## src/rtl/epp_pkg.sv

```systemverilog
package epp_pkg;
    typedef enum logic [2:0] {
        ST_IDLE,
        ST_SETUP,
        ST_STROBE,
        ST_RELEASE,
        ST_DONE
    } epp_state_e;

    localparam logic [7:0] CTRL_MASK  = 8'h2F;
    localparam logic [7:0] CTRL_WR_OK = 8'h04;
    localparam logic [7:0] CTRL_RD_OK = 8'h24;

    localparam logic [2:0] OFS_STATUS = 3'd1;
    localparam logic [2:0] OFS_ADDR   = 3'd3;
    localparam logic [2:0] OFS_DATA   = 3'd4;
endpackage

```

## src/rtl/epp_access_gate.sv

```systemverilog
module epp_access_gate
    import epp_pkg::*;
(
    input  logic [7:0] ctrl,
    input  logic       is_wr,
    output logic       allowed
);
    logic [7:0] want;

    always_comb begin
        want    = is_wr ? CTRL_WR_OK : CTRL_RD_OK;
        allowed = ((ctrl & CTRL_MASK) == want);
    end
endmodule

```

## src/rtl/epp_wait_timer.sv

```systemverilog
module epp_wait_timer #(
    parameter int LIMIT = 1000
) (
    input  logic clk,
    input  logic rst_n,
    input  logic clr,
    input  logic run,
    output logic expired
);
    localparam int CNT_W = $clog2(LIMIT + 1);
    localparam logic [CNT_W-1:0] LAST = CNT_W'(LIMIT - 1);

    logic [CNT_W-1:0] cnt_d, cnt_q;

    always_comb begin
        cnt_d   = cnt_q;
        expired = run && (cnt_q == LAST);
        if (clr) begin
            cnt_d = '0;
        end else if (run && !expired) begin
            cnt_d = cnt_q + 1'b1;
        end
    end

    always_ff @(posedge clk or negedge rst_n) begin
        if (!rst_n) cnt_q <= '0;
        else        cnt_q <= cnt_d;
    end
endmodule

```

## src/rtl/epp_byte_lane.sv

```systemverilog
module epp_byte_lane #(
    parameter int DATA_W = 32,
    parameter int IDX_W  = 2
) (
    input  logic [DATA_W-1:0] wword,
    input  logic [IDX_W-1:0]  idx,
    input  logic [7:0]        rbyte,
    input  logic [DATA_W-1:0] rword,
    output logic [7:0]        wbyte,
    output logic [DATA_W-1:0] rmerged
);
    localparam int LANES = DATA_W / 8;

    logic [LANES-1:0][7:0] wl;

    assign wl    = wword;
    assign wbyte = wl[idx];

    for (genvar g = 0; g < LANES; g++) begin : g_lane
        assign rmerged[g*8 +: 8] = (idx == IDX_W'(g)) ? rbyte : rword[g*8 +: 8];
    end
endmodule

```

## src/rtl/epp_cycle_ctrl.sv

```systemverilog
module epp_cycle_ctrl
    import epp_pkg::*;
#(
    parameter int DATA_W       = 32,
    parameter int TIMEOUT_CLKS = 1000
) (
    input  logic              clk,
    input  logic              rst_n,
    input  logic              host_req,
    input  logic              host_wr,
    input  logic [2:0]        host_addr,
    input  logic [1:0]        host_size,
    input  logic [DATA_W-1:0] host_wdata,
    input  logic [7:0]        ctrl,
    input  logic [7:0]        status_in,
    output logic [DATA_W-1:0] host_rdata,
    output logic              host_done,
    output logic              busy,
    output logic [7:0]        pp_dout,
    input  logic [7:0]        pp_din,
    output logic              pp_write,
    output logic              pp_astb,
    output logic              pp_dstb,
    input  logic              pp_wait
);
    localparam int NBYTES = DATA_W / 8;
    localparam int IDX_W  = (NBYTES > 1) ? $clog2(NBYTES) : 1;

    typedef struct packed {
        epp_state_e        state;
        logic              is_wr;
        logic              is_addr;
        logic [IDX_W-1:0]  last_idx;
        logic [IDX_W-1:0]  idx;
        logic [DATA_W-1:0] wdata;
        logic [DATA_W-1:0] rdata;
        logic              flag;
    } regs_t;

    regs_t q, d;

    logic              allowed;
    logic              tmr_clr, tmr_run, tmr_exp;
    logic [7:0]        cur_byte;
    logic [DATA_W-1:0] merged;
    logic [IDX_W-1:0]  req_last;
    logic [DATA_W-1:0] width_ones;
    logic              tmo_flag;

    epp_access_gate i_gate (
        .ctrl    (ctrl),
        .is_wr   (host_wr),
        .allowed (allowed)
    );

    epp_wait_timer #(.LIMIT(TIMEOUT_CLKS)) i_timer (
        .clk     (clk),
        .rst_n   (rst_n),
        .clr     (tmr_clr),
        .run     (tmr_run),
        .expired (tmr_exp)
    );

    epp_byte_lane #(.DATA_W(DATA_W), .IDX_W(IDX_W)) i_lane (
        .wword   (q.wdata),
        .idx     (q.idx),
        .rbyte   (pp_din),
        .rword   (q.rdata),
        .wbyte   (cur_byte),
        .rmerged (merged)
    );

    // last byte index of the requested access, clipped to the bus width
    always_comb begin
        int nb;
        if (host_addr == OFS_ADDR) nb = 1;
        else                       nb = 1 << ((host_size == 2'd3) ? 2 : int'(host_size));
        if (nb > NBYTES) nb = NBYTES;
        req_last = IDX_W'(nb - 1);
        for (int i = 0; i < NBYTES; i++) begin
            width_ones[i*8 +: 8] = (i < nb) ? 8'hFF : 8'h00;
        end
    end

    always_comb begin
        d       = q;
        tmr_clr = 1'b0;
        tmr_run = 1'b0;
        unique case (q.state)
            ST_IDLE: begin
                if (host_req) begin
                    d.state = ST_DONE;
                    d.is_wr = host_wr;
                    d.idx   = '0;
                    if (host_addr == OFS_STATUS) begin
                        if (host_wr) begin
                            d.rdata = '0;
                            if (host_wdata[0]) d.flag = 1'b0;
                        end else begin
                            d.rdata = DATA_W'({status_in[7:1], q.flag});
                        end
                    end else if (host_addr == OFS_ADDR || host_addr == OFS_DATA) begin
                        d.is_addr  = (host_addr == OFS_ADDR);
                        d.last_idx = req_last;
                        d.wdata    = host_wdata;
                        d.rdata    = host_wr ? '0 : width_ones;
                        if (allowed) d.state = ST_SETUP;
                    end else begin
                        d.rdata = host_wr ? '0 : DATA_W'(8'hFF);
                    end
                end
            end
            ST_SETUP: begin
                tmr_clr = 1'b1;
                d.state = ST_STROBE;
            end
            ST_STROBE: begin
                if (pp_wait) begin
                    tmr_clr = 1'b1;
                    if (!q.is_wr) d.rdata = merged;
                    d.state = ST_RELEASE;
                end else begin
                    tmr_run = 1'b1;
                    if (tmr_exp) begin
                        d.flag  = 1'b1;
                        d.state = ST_DONE;
                    end
                end
            end
            ST_RELEASE: begin
                if (!pp_wait) begin
                    if (q.idx == q.last_idx) begin
                        d.state = ST_DONE;
                    end else begin
                        d.idx   = q.idx + 1'b1;
                        d.state = ST_SETUP;
                    end
                end else begin
                    tmr_run = 1'b1;
                    if (tmr_exp) begin
                        d.flag  = 1'b1;
                        d.state = ST_DONE;
                    end
                end
            end
            ST_DONE: begin
                d.state = ST_IDLE;
            end
            default: d.state = ST_IDLE;
        endcase
    end

    always_ff @(posedge clk or negedge rst_n) begin
        if (!rst_n) begin
            q          <= '0;
            q.state    <= ST_IDLE;
        end else begin
            q <= d;
        end
    end

    logic in_cycle;
    assign in_cycle   = (q.state == ST_SETUP) || (q.state == ST_STROBE) || (q.state == ST_RELEASE);
    assign pp_write   = in_cycle && q.is_wr;
    assign pp_dout    = pp_write ? cur_byte : 8'h00;
    assign pp_astb    = (q.state == ST_STROBE) && q.is_addr;
    assign pp_dstb    = (q.state == ST_STROBE) && !q.is_addr;
    assign busy       = (q.state != ST_IDLE);
    assign host_done  = (q.state == ST_DONE);
    assign host_rdata = q.rdata;
    assign tmo_flag   = q.flag;
endmodule

```

## config.mk

```make
export PLATFORM = sky130hd
export DESIGN_NAME = epp_cycle_ctrl
export DESIGN_NICKNAME = d
export VERILOG_FILES = /design/src/rtl/epp_pkg.sv /design/src/rtl/epp_access_gate.sv /design/src/rtl/epp_wait_timer.sv /design/src/rtl/epp_byte_lane.sv /design/src/rtl/epp_cycle_ctrl.sv
export SDC_FILE = /design/constraint.sdc
export NUM_CORES = 1
export LEC_CHECK = 0
export BUFFER_PORTS_ARGS = -buffer_cell sky130_fd_sc_hd__buf_2
export CORE_ASPECT_RATIO = 1.4
export CORE_MARGIN = 3
export CORE_UTILIZATION = 55
export CTS_CLUSTER_SIZE = 25
export DETAILED_ROUTE_END_ITERATION = 10
export PLACE_DENSITY = 0.86
export SYNTH_ARGS = -nofsm -noshare
export SYNTH_HDL_FRONTEND = slang
export SYNTH_HIERARCHICAL = 1
export SYNTH_SLANG_ARGS = --single-unit
```

## constraint.sdc

```tcl
create_clock -name clk -period 2.4 [get_ports clk]
set_input_delay 0.24 -clock clk [delete_from_list [all_inputs] [get_ports clk]]
set_output_delay 0.24 -clock clk [all_outputs]
set_load 0.01 [all_outputs]
```

==> results list, run 1 <==
* Worst Path Required: 2160 ps
* Worst-case clock skew: 5.41 ps
- Top Metal Used: met4
- The run finished with clean final reports.
- Leakage: 2.49 nW
- Die extent in y: 118 um
* Core Region: 8610 sq um
- The cell count after synthesis came out at 453.
- Detailed placement finished with a half-perimeter wire length of 8070 um.
* Number of core rows: 40
- Number of DRC markers in iteration 0: 185
- The final route contains 3763 vias.
- Most area-hungry cell type in the Yosys netlist: sky130_fd_sc_hd__dfrtp_1
- Root buffer cell: sky130_fd_sc_hd__clkbuf_16
- The number of clock buffers added by TritonCTS is 9.
- STA classifies the critical path startpoint as a flop.
- Cell type of the slowest stage on the worst timing path: sky130_fd_sc_hd__dfrtp_1
- Clock latency on the worst-skew pair: 340 ps
* Horizontal die dimension: 85.7 um
- Setup TNS: 0 ps
- For this run, the leading register cell type out of synthesis is sky130_fd_sc_hd__dfrtp_1.
- Once the floorplan was initialized, standard cells occupied 56.9% of the core.
- Total count of max-transition violations in the final report: 0
- Total global-route track usage: 22.6%
- Average wire length per cell after detail routing: 17.2 um
- Detailed routing placed a total of 5840 um of wire on met2.
- Count of instances resized after the clock tree is built: 0
- No sink is reached through more buffers than the 2 on the longest clock path.
- The final critical path takes up 92.8% of the cycle.
- DP Cell Count: 622
- Antenna cells: 0
- Traced cell by cell, the critical path runs through nor2_1, nor3b_2, and2_1, buf_2.
- After synthesis, the share of cell area in mux cells is 18.4%.
- In the final layout, the share of cells above drive strength 1 is 40.5%.
- Count of antenna-violating nets left after detailed routing: 0
- Highest-count cells in the layout ignoring fill and taps: sky130_fd_sc_hd__buf_2 (105), sky130_fd_sc_hd__dfrtp_1 (84), sky130_fd_sc_hd__mux2_2 (60), sky130_fd_sc_hd__nor2_1 (36), sky130_fd_sc_hd__nand2_1 (35)
- Data on the critical path arrives at its endpoint at 1990 ps.
- Layout area overhead: 14.0%
- The tool flagged a number of max-cap violations equal to 0.
- The pre-antenna-repair detailed-routing pass consisted of 4 iterations.
- CTS tree: built
* Number of global-route vias before repair: 3781
- Post-Layout Inst Area: 5580 sq um
- Setup repair after global routing left no endpoint under its margin.
* Top post-synthesis cells by area: sky130_fd_sc_hd__dfrtp_1 (43%), sky130_fd_sc_hd__mux2_2 (14%), sky130_fd_sc_hd__buf_4 (5.8%), sky130_fd_sc_hd__mux4_2 (3.7%), sky130_fd_sc_hd__a31oi_1 (3.3%)
- Unique cell type count in the Yosys netlist: 58
- Detail-routed via count per cell: 5.90
* Adder-Cell Fraction of Synth Area: 0.511%
* Class of the most critical hold timing path: input pin to flop
- Type of destination of the critical path: output pin
- Counting flops with an async set or reset pin after synthesis yields a share of 100%.
* Worst path setup slack after routing: 173 ps
* Number of DRC violations after detailed routing: 0
- Delay of the slowest cell on the worst path: 590 ps
- Flip-flop and latch count after synthesis: 84
- Worst-path clk slew: 60 ps
- Synthesized area: 4900 sq um
* Max rail drop VDD: 0.638 mV
- Worst max-slew margin expressed relative to the limit: 26.6%
- CTS Sinks: 84
* Min Hold Slack: 121 ps
- Util after Layout: 64.8%
- Crit Path Max Fanout: 14
- Wire length of the first global-routing pass: 18000 um
- The H-tree was split into 3 levels.
- Setup violations remaining at the end of the flow were counted as 0.
* Post-synth top area share: 42.9%
* Leading cell type in the layout, fill and taps excluded: sky130_fd_sc_hd__buf_2
- RD Place Congestion: 0.865
* Minimum clock period after layout: 2230 ps
- Final Routed Wirelength: 11000 um
* Post-layout total power: 5.94 mW
- Port Buf Inserts: 106
* Peak clock frequency supported by timing: 0.449 GHz
- Non-filler instance count after layout: 638
- Synth warn: 6
* Total congestion overflow after global routing: 0
- The critical path is of the flop to output pin type.
* Worst Tran Pin Value: 1100 ps
* Fraction of synthesized cell area in xor and xnor cells: 0.894%
- Routed length on met1: 4160 um
- Post-synthesis sequential area ratio: 42.9%
* Layout Nets: 597
- Counting the fill cells in the layout gives 670.
- Area enclosed by the die boundary: 10100 sq um
- Boundary pin count: 111
- Maximum number of pins on one net before global-route repair: 65
- The average instance in the mapped netlist occupies 10.8 sq um.
- Synth Area in Compound Gates: 11.0%
- By area, the combinational part of the netlist is dominated by multiplexers.
* Number of synthesized flops with an enable pin: 0
- Endpoints failing hold: 0
- Wire segments on met3 add up to 611 um in the final route.
- Power spread over the standard cell area amounts to 1060 nW/um^2.
- When the netlist entered floorplanning its net count stood at 521.
- The number of antenna violations at the first check in global routing is 0.
* Post-Synth Simple-Gate Area: 17.9%
* Placement-stage worst setup slack: 301 ps
- Post-CTS timing repair inserted 0 buffers for setup.
- The placed instances occupy a cell area of 5310 sq um.
==> layer usage <==
metal	global-route usage [%]	vias up
li1	-	1757
met3	3.99	36
met2	39.6	139
met4	10.4	0
met1	26.5	1831
met5	0	-
==> final timing paths <==
check                               start          endpoint  slack (ps)  cells after the start
min reg2reg                         q[61]             q[61]         490                      1
max                                 q[72]        pp_dout[0]         170                      4
min                        host_wdata[29]             q[62]         120                      2
min in group asynchronous           rst_n    host_rdata[23]         460                      2
max reg2reg                         q[72]  i_timer/cnt_q[9]         280                      5
max in group asynchronous           rst_n             q[59]        1330                      3
==> cell families after synthesis <==
group,count (synthesis)
and+or+nand+nor,146
adders and majority gates,2
DFF,84
AOI/OAI and AO/OA,81
muxes,72
buffers and inverters,63
xor gates and xnor gates,5
==> critical path, delay by kind of cell, from the launching register on <==
| family | cells | cell delay [ps] |
|---|---|---|
| simple gates | 3 | 920 |
| flops | 1 | 590 |
| buf+inv | 1 | 130 |
==> power by group <==
| group | internal [mW] | switching [mW] |
|---|---|---|
| combinational | 1.13 | 1.09 |
| sequential | 2.03 | 0.434 |
| clock | 0.727 | 0.525 |
==> registers in the layout (all words and copies together) (netlist names) <==
signal         flops
q                 41
tmo_flag           1
host_rdata        32
i_timer/cnt_q     10
==> Yosys cell counts, types with 2 or more instances <==
master and n:
sky130_fd_sc_hd__nor2b_1 2, sky130_fd_sc_hd__nand3_2 2, sky130_fd_sc_hd__xor2_1 4, sky130_fd_sc_hd__a21oi_1 18
sky130_fd_sc_hd__mux2_1 4, sky130_fd_sc_hd__or3_1 4, sky130_fd_sc_hd__buf_2 11, sky130_fd_sc_hd__buf_4 38
sky130_fd_sc_hd__clkbuf_1 5, sky130_fd_sc_hd__nand3b_1 5, sky130_fd_sc_hd__and3b_1 3, sky130_fd_sc_hd__o21ai_0 7
sky130_fd_sc_hd__o31ai_1 5, sky130_fd_sc_hd__inv_1 7, sky130_fd_sc_hd__dfrtp_1 84, sky130_fd_sc_hd__nand2b_1 7
sky130_fd_sc_hd__a21o_1 3, sky130_fd_sc_hd__nand4_1 2, sky130_fd_sc_hd__o211ai_1 3, sky130_fd_sc_hd__nor3b_2 3
sky130_fd_sc_hd__or4_1 4, sky130_fd_sc_hd__a22oi_1 8, sky130_fd_sc_hd__mux2_2 60, sky130_fd_sc_hd__buf_6 2
sky130_fd_sc_hd__nor3b_1 5, sky130_fd_sc_hd__nor3_1 3, sky130_fd_sc_hd__nand4_2 2, sky130_fd_sc_hd__mux4_2 8
sky130_fd_sc_hd__ha_1 2, sky130_fd_sc_hd__a31oi_1 26, sky130_fd_sc_hd__or2b_1 6, sky130_fd_sc_hd__and2_1 11
sky130_fd_sc_hd__nor2_1 36, sky130_fd_sc_hd__nand2_1 35, sky130_fd_sc_hd__nand3_1 5
==> area by class of cell <==
type | count | area [sq um] | share of cell area [%]
clock buffers | 14 | 254 | 4.55
clock inverters | 1 | 8.76 | 0.157
inverters | 7 | 26.3 | 0.471
multi-input cells | 306 | 2390 | 42.7
flip-flops and latches | 84 | 2100 | 37.7
well taps | 105 | 131 | 2.35
repair buffers | 121 | 673 | 12.1
==> repair_timing <==
item / CTS / global route
endpoints found under the setup margin: 0 / 0
hold endpoints to repair: 44 / 0
hold buffers: 1 / 0
Power figures use the tool's default switching activity.
==> inputs of run 2 (changes only) <==
--- a/config.mk
+++ b/config.mk
@@ -12,6 +12,7 @@
 export CTS_CLUSTER_SIZE = 25
 export DETAILED_ROUTE_END_ITERATION = 10
 export PLACE_DENSITY = 0.86
+export RECOVER_POWER = 50
 export SYNTH_ARGS = -nofsm -noshare
 export SYNTH_HDL_FRONTEND = slang
 export SYNTH_HIERARCHICAL = 1
==> run 2 against run 1 <==
Against the previous run: global-route usage is the same; hold slack got worse by 0.93 ps; flip-flop and latch count unchanged; total power down 1.1%; die area unchanged; wire length up 0.36%; largest cell class unchanged; highest routed layer unchanged.
==> results list, run 2 (synthesis gave the netlist of run 1 again) <==
- Number of setup buffers added after CTS: 0
- The worst setup path is captured at an output pin.
- HPWL after detailed placement: 8070 um
- Count of antenna-violating nets left after detailed routing: 0
- Across the run, the number of max-cap violations was 0.
* Setup TNS: 0 ps
* Final setup vio count: 0
* Worst max-slew margin expressed relative to the limit: 23.8%
- The flow ran to the end, and the final reports show no timing, DRC or antenna violations.
- Class of the most critical hold timing path: input pin to flop
* Total iterations of the first detailed-routing run: 4
- The worst setup path is launched from a flop.
- Ranked by flip-flop count, first place goes to q.
- Highest-count cells in the layout ignoring fill and taps: sky130_fd_sc_hd__dfrtp_1 (84), sky130_fd_sc_hd__buf_2 (73), sky130_fd_sc_hd__mux2_2 (60), sky130_fd_sc_hd__clkbuf_1 (37), sky130_fd_sc_hd__nor2_1 (36)
- The library cell used most frequently in the layout, excluding fill and tap cells, is sky130_fd_sc_hd__dfrtp_1.
- H-tree depth: 3
* Root buffer cell: sky130_fd_sc_hd__clkbuf_16
- The congestion estimate from routability-driven global placement came to 0.865.
* Die extent in y: 118 um
- Leakage: 2.39 nW
* Worst-case clock skew: 5.88 ps
- Placement-stage worst setup slack: 301 ps
* Max rail drop VDD: 0.630 mV
- Max FFs per register: 41
- Proportion of layout cells with a drive suffix above 1: 34.3%
- The clock net in this run drives a total of 84 sinks.
- After detailed routing, the number of remaining DRC violations is 0.
* Worst path setup slack after routing: 179 ps
* Unrepaired setup endpoints after global routing: false
* Layout area overhead: 12.8%
* Average wire length per cell after detail routing: 17.3 um
- For this block, the routed nets add up to 11000 um of wire.
- Detail-routed via count per cell: 5.82
- The final critical path takes up 92.5% of the cycle.
* Boundary pin count: 111
* Horizontal die dimension: 85.7 um
- Data arrives at the worst endpoint at 1980 ps.
- Antenna cells: 0
- Post-layout total power: 5.87 mW
- The number of failing hold endpoints at the final stage was 0.
* Worst setup path class: flop to output pin
* Area enclosed by the die boundary: 10100 sq um
* Core Region: 8610 sq um
* Number of core rows: 40
- Number of buffers created by CTS: 9
- Number of DRC markers in iteration 0: 152
- After clock tree synthesis, the clock-pin slew on the worst setup and hold paths is 60 ps.
* Wire length of the first global-routing pass: 18000 um
- Dividing total power by cell area gives a power density of 1060 nW/um^2.
- The number of gates resized after CTS was 0.
- Port buffering added 106 buffers.
* Peak clock frequency supported by timing: 0.450 GHz
* Total congestion overflow after global routing: 0
- Layout Nets: 597
* Worst Tran Pin Value: 1140 ps
- Worst Path Required: 2160 ps
* Number of global-route vias before repair: 3781
- Maximum clock path buffer count: 2
- Minimum clock period after layout: 2220 ps
- Starting Density: 56.9%
- TritonCTS built the clock tree.
- Total global-route track usage: 22.6%
* Clock latency on the worst-skew pair: 340 ps
- Along the worst path, the maximum fanout reaches 14.
- The max-slew violation total from the final report is 0.
- Maximum number of pins on one net before global-route repair: 65
- The number of antenna violations at the first check in global routing is 0.
- Vias after detailed routing: 3712
run 2: area by class of cell:
class                           count  area [sq um]
Clock buffer                       14           254
Clock inverter                      1          8.76
Fill cell                         696          3090
Inverter                            7          26.3
Multi-Input combinational cell    306          2390
Sequential cell                    84          2100
Tap cell                          105           131
Timing Repair Buffer              121           612
run 2: what timing repair did:
action,in CTS,in global routing
hold endpoints to repair,44,0
endpoints found under the setup margin,0,0
hold buffers,1,0
run 2: critical path, cell delays in order, from the launching register on:
cell and delay, ps:
sky130_fd_sc_hd__dfrtp_1 590, sky130_fd_sc_hd__nor2_1 130, sky130_fd_sc_hd__nor3b_2 560, sky130_fd_sc_hd__and2_1 230, sky130_fd_sc_hd__buf_2 130
run 2: path summary, 6_finish.rpt:
kind | from | endpoint | slack, ps | cells after the start
min in group asynchronous | rst_n | host_rdata[23] | 670 | 2
max | q[72] | pp_dout[4] | 180 | 4
max in group asynchronous | rst_n | q[70] | 440 | 3
min reg2reg | q[61] | q[61] | 500 | 1
min | host_wdata[29] | q[62] | 120 | 2
max reg2reg | q[72] | i_timer/cnt_q[9] | 300 | 5
run 2: stage by stage:
step           util (%)  instance area (sq um)  cells  hold WS, ps
2_1_floorplan         -                   4900    453        -55.6
3_3_place_gp       61.7                   5310    622          284
3_5_place_dp       61.7                   5310    622          290
4_1_cts            64.8                   5580    638          112
5_1_grt            64.1                   5520    638          124
6_report           64.1                   5520    638          120
run 2: report_power, final:
group          switching (mW)  leakage [nW]  internal, mW
sequential              0.440          1.03          2.03
clock                   0.527         0.127         0.727
combinational            1.09          1.23          1.06
run 2: per-layer routing:
| metal | global-route usage [%] | part of all wire [%] | vias to the layer above |
|---|---|---|---|
| met3 | 3.99 | 5.5 | 29 |
| met5 | 0 | 0 | - |
| met4 | 10.4 | 3.1 | 0 |
| met1 | 26.5 | 38 | 1815 |
| li1 | - | - | 1751 |
| met2 | 39.6 | 54 | 117 |
==> inputs of run 3 (changes only) <==
--- a/config.mk
+++ b/config.mk
@@ -8,10 +8,11 @@
 export BUFFER_PORTS_ARGS = -buffer_cell sky130_fd_sc_hd__buf_2
 export CORE_ASPECT_RATIO = 1.4
 export CORE_MARGIN = 3
-export CORE_UTILIZATION = 55
+export CORE_UTILIZATION = 49
 export CTS_CLUSTER_SIZE = 25
 export DETAILED_ROUTE_END_ITERATION = 10
-export PLACE_DENSITY = 0.86
+export HOLD_SLACK_MARGIN = 0.12
+export PLACE_DENSITY = 0.81
 export RECOVER_POWER = 50
 export SYNTH_ARGS = -nofsm -noshare
 export SYNTH_HDL_FRONTEND = slang
==> constraint.sdc (replaced) <==
create_clock -name clk -period 1.9 [get_ports clk]
set_input_delay 0.19 -clock clk [delete_from_list [all_inputs] [get_ports clk]]
set_output_delay 0.19 -clock clk [all_outputs]
set_load 0.01 [all_outputs]
==> run 3 against run 2 <==
Against the previous run: wire length increased by 18%; cell area is 16% higher; flip-flop and latch count unchanged; total power rose by 40%; first-iteration DRC count increased by 16%; clock power rose by 56%; hold slack improved by 17 ps; register-to-register slack got worse by 290 ps; core utilization rose by 2.5 points; setup slack lost 170 ps; die area is 11% higher; critical path type unchanged; largest power group is now combinational logic.
==> results list, run 3 (synthesis gave the netlist of run 1 again) <==
* Status: completed
* Total global-route track usage: 22.7%
* Total congestion overflow after global routing: 0
* Final setup vio count: 0
- Number of DRC markers in iteration 0: 176
- In this run the clock root is driven by a sky130_fd_sc_hd__clkbuf_16.
- Clock latency on the worst-skew pair: 340 ps
- IR analysis of the VDD net gives a maximum drop of 0.624 mV.
* Number of buffers created by CTS: 9
* Type of destination of the critical path: output pin
* Post-Layout Inst Area: 6400 sq um
- Endpoints failing hold: 0
- Before antenna repair, the detailed router went through 4 iterations.
- From synthesis to final layout, the design area changed by 30.8%.
- HPWL after detailed placement: 8010 um
* Final Routed Wirelength: 13000 um
* Detail-routed via count per cell: 5.53
- Worst Path Required: 1710 ps
* Worst-case clock skew: 8.40 ps
- Crit-path cells: buf_12, mux4_2, and2_4, buf_2
* Power per cell area: 1280 nW/um^2
* Crit Path Max Fanout: 5
- Boundary pin count: 111
- The worst path in the final design needs a cycle of 1890 ps, including I/O delays and setup.
- The net count of the finished layout is 659.
- The number of global-route vias before repair was 4227.
- Count of antenna-violating nets left after detailed routing: 0
- Worst-path clk slew: 70 ps
- CTS Sinks: 84
* Data arrival time of the critical path: 1700 ps
- The first global-routing pass estimated 20600 um of wire.
- Number of DRC violations after detailed routing: 0
- The congestion estimate from routability-driven global placement came to 0.871.
- Fill count: 720
* Leading cell type in the layout, fill and taps excluded: sky130_fd_sc_hd__buf_2
* Register ranked first by flip-flop count: q
* Total count of max-transition violations in the final report: 0
* Peak clock frequency supported by timing: 0.528 GHz
- In this run the static leakage power is 2.81 nW.
- Vias after detailed routing: 4030
- Summing internal, switching and leakage power gives 8.20 mW.
- Post-detailed-placement cell area: 5460 sq um
* Number of core rows: 42
* Initial antenna violation count: 1
* Die extent in y: 124 um
- Max FFs per register: 41
- The critical path is of the flop to output pin type.
- In the final layout, the multi-input gates occupy 2490 sq um.
- Count of buffering cells on the critical path with inverters included: 2
- The sequential cells in the finished layout cover a total of 2110 sq um.
* Maximum clock path buffer count: 2
- Horizontal die dimension: 90.5 um
- Measured against its own limit, the worst slew margin works out to 21.9%.
- Port Buf Inserts: 106
- Cell type of the slowest stage on the worst timing path: sky130_fd_sc_hd__mux4_2
* Worst Tran Pin Value: 1170 ps
- Starting Density: 50.9%
- Setup repair after global routing could not meet its margin everywhere.
* Core Region: 9620 sq um
- For this run, the slowest stage of the critical path takes 500 ps.
- The die covers 11200 sq um.
- In the finished design, the share of the clock period the worst path needs comes to 99.7%.
- Max-cap violations in this run came to 0.
- H-tree depth: 3
- TritonCTS built the clock tree.
- Proportion of layout cells with a drive suffix above 1: 43.0%
- Across all hold checks on the routed design, the worst slack comes to 137 ps.
- Maximum number of pins on one net before global-route repair: 85
- In the final routed layout, each cell accounts on average for 17.8 um.
* Startpoint class of the critical path: flop
* Family with the most delay on the worst path: multiplexers
* Class of the most critical hold timing path: input pin to flop
- Before CTS, the worst setup slack after placement is -30.9 ps.
- Highest-count cells in the layout ignoring fill and taps: sky130_fd_sc_hd__buf_2 (86), sky130_fd_sc_hd__dfrtp_1 (81), sky130_fd_sc_hd__mux2_2 (60), sky130_fd_sc_hd__nand2_1 (35), sky130_fd_sc_hd__nor2_1 (35)
* Worst path setup slack after routing: 6.44 ps
## run 3: metrics by stage
| step | std cells | setup TNS (ps) | utilization, % |
|---|---|---|---|
| 2_1_floorplan | 453 | 0 | - |
| 3_3_place_gp | 661 | 0 | 56.8 |
| 3_5_place_dp | 661 | -549 | 56.8 |
| 4_1_cts | 715 | 0 | 64.4 |
| 5_1_grt | 729 | -587 | 66.6 |
| 6_report | 729 | 0 | 66.6 |
## run 3: metal layers
layer | track usage (%) | part of all wire (%)
met4 | 12.4 | 3.6
met5 | 0 | 0
met3 | 3.32 | 4.5
met2 | 42.2 | 55
met1 | 24.2 | 37
## run 3: repair_timing
item	CTS	global route
buffers inserted	3	11
setup endpoints to repair	10	49
cloned	1	2
pin swaps	2	9
hold endpoints to repair	117	0
resized for setup	1	32
hold buffers	34	0
## run 3: path summary, 6_finish.rpt
check	startpoint	cells past startpoint	endpoint	slack [ps]
worst max-delay path	q[65]	4	pp_dout[6]	6
worst max register to register	q[71]	6	i_timer/cnt_q[6]	6
worst min-delay path	host_wr	3	q[70]	140
max in group asynchronous	rst_n	3	q[65]	340
min in group asynchronous	rst_n	3	host_rdata[16]	750
worst min register to register	q[64]	1	q[64]	490
## run 3: report_power, final
part           total [mW]  switching [mW]  internal (mW)  leakage, nW
Sequential           3.11           0.538           2.57         1.02
Clock                1.95           0.747           1.20        0.160
Combinational        3.15            1.52           1.62         1.62
## run 3: worst reg2reg max path, cell delays in order, from the launching register on
cell and delay, ps:
sky130_fd_sc_hd__dfrtp_1 420, sky130_fd_sc_hd__xor2_2 180, sky130_fd_sc_hd__nor3b_4 320, sky130_fd_sc_hd__buf_6 160, sky130_fd_sc_hd__nand3_4 70, sky130_fd_sc_hd__or4_4 540
sky130_fd_sc_hd__a21oi_2 120
## run 3: area by class of cell
| class | count | area share [%] |
|---|---|---|
| antenna | 1 | 0.0391 |
| clock buffer | 10 | 3.73 |
| clock inverter | 6 | 1.47 |
| inverter | 7 | 0.410 |
| multi-input combinational | 307 | 38.8 |
| sequential | 84 | 32.9 |
| tap | 132 | 2.58 |
| timing repair buffer | 182 | 20.1 |
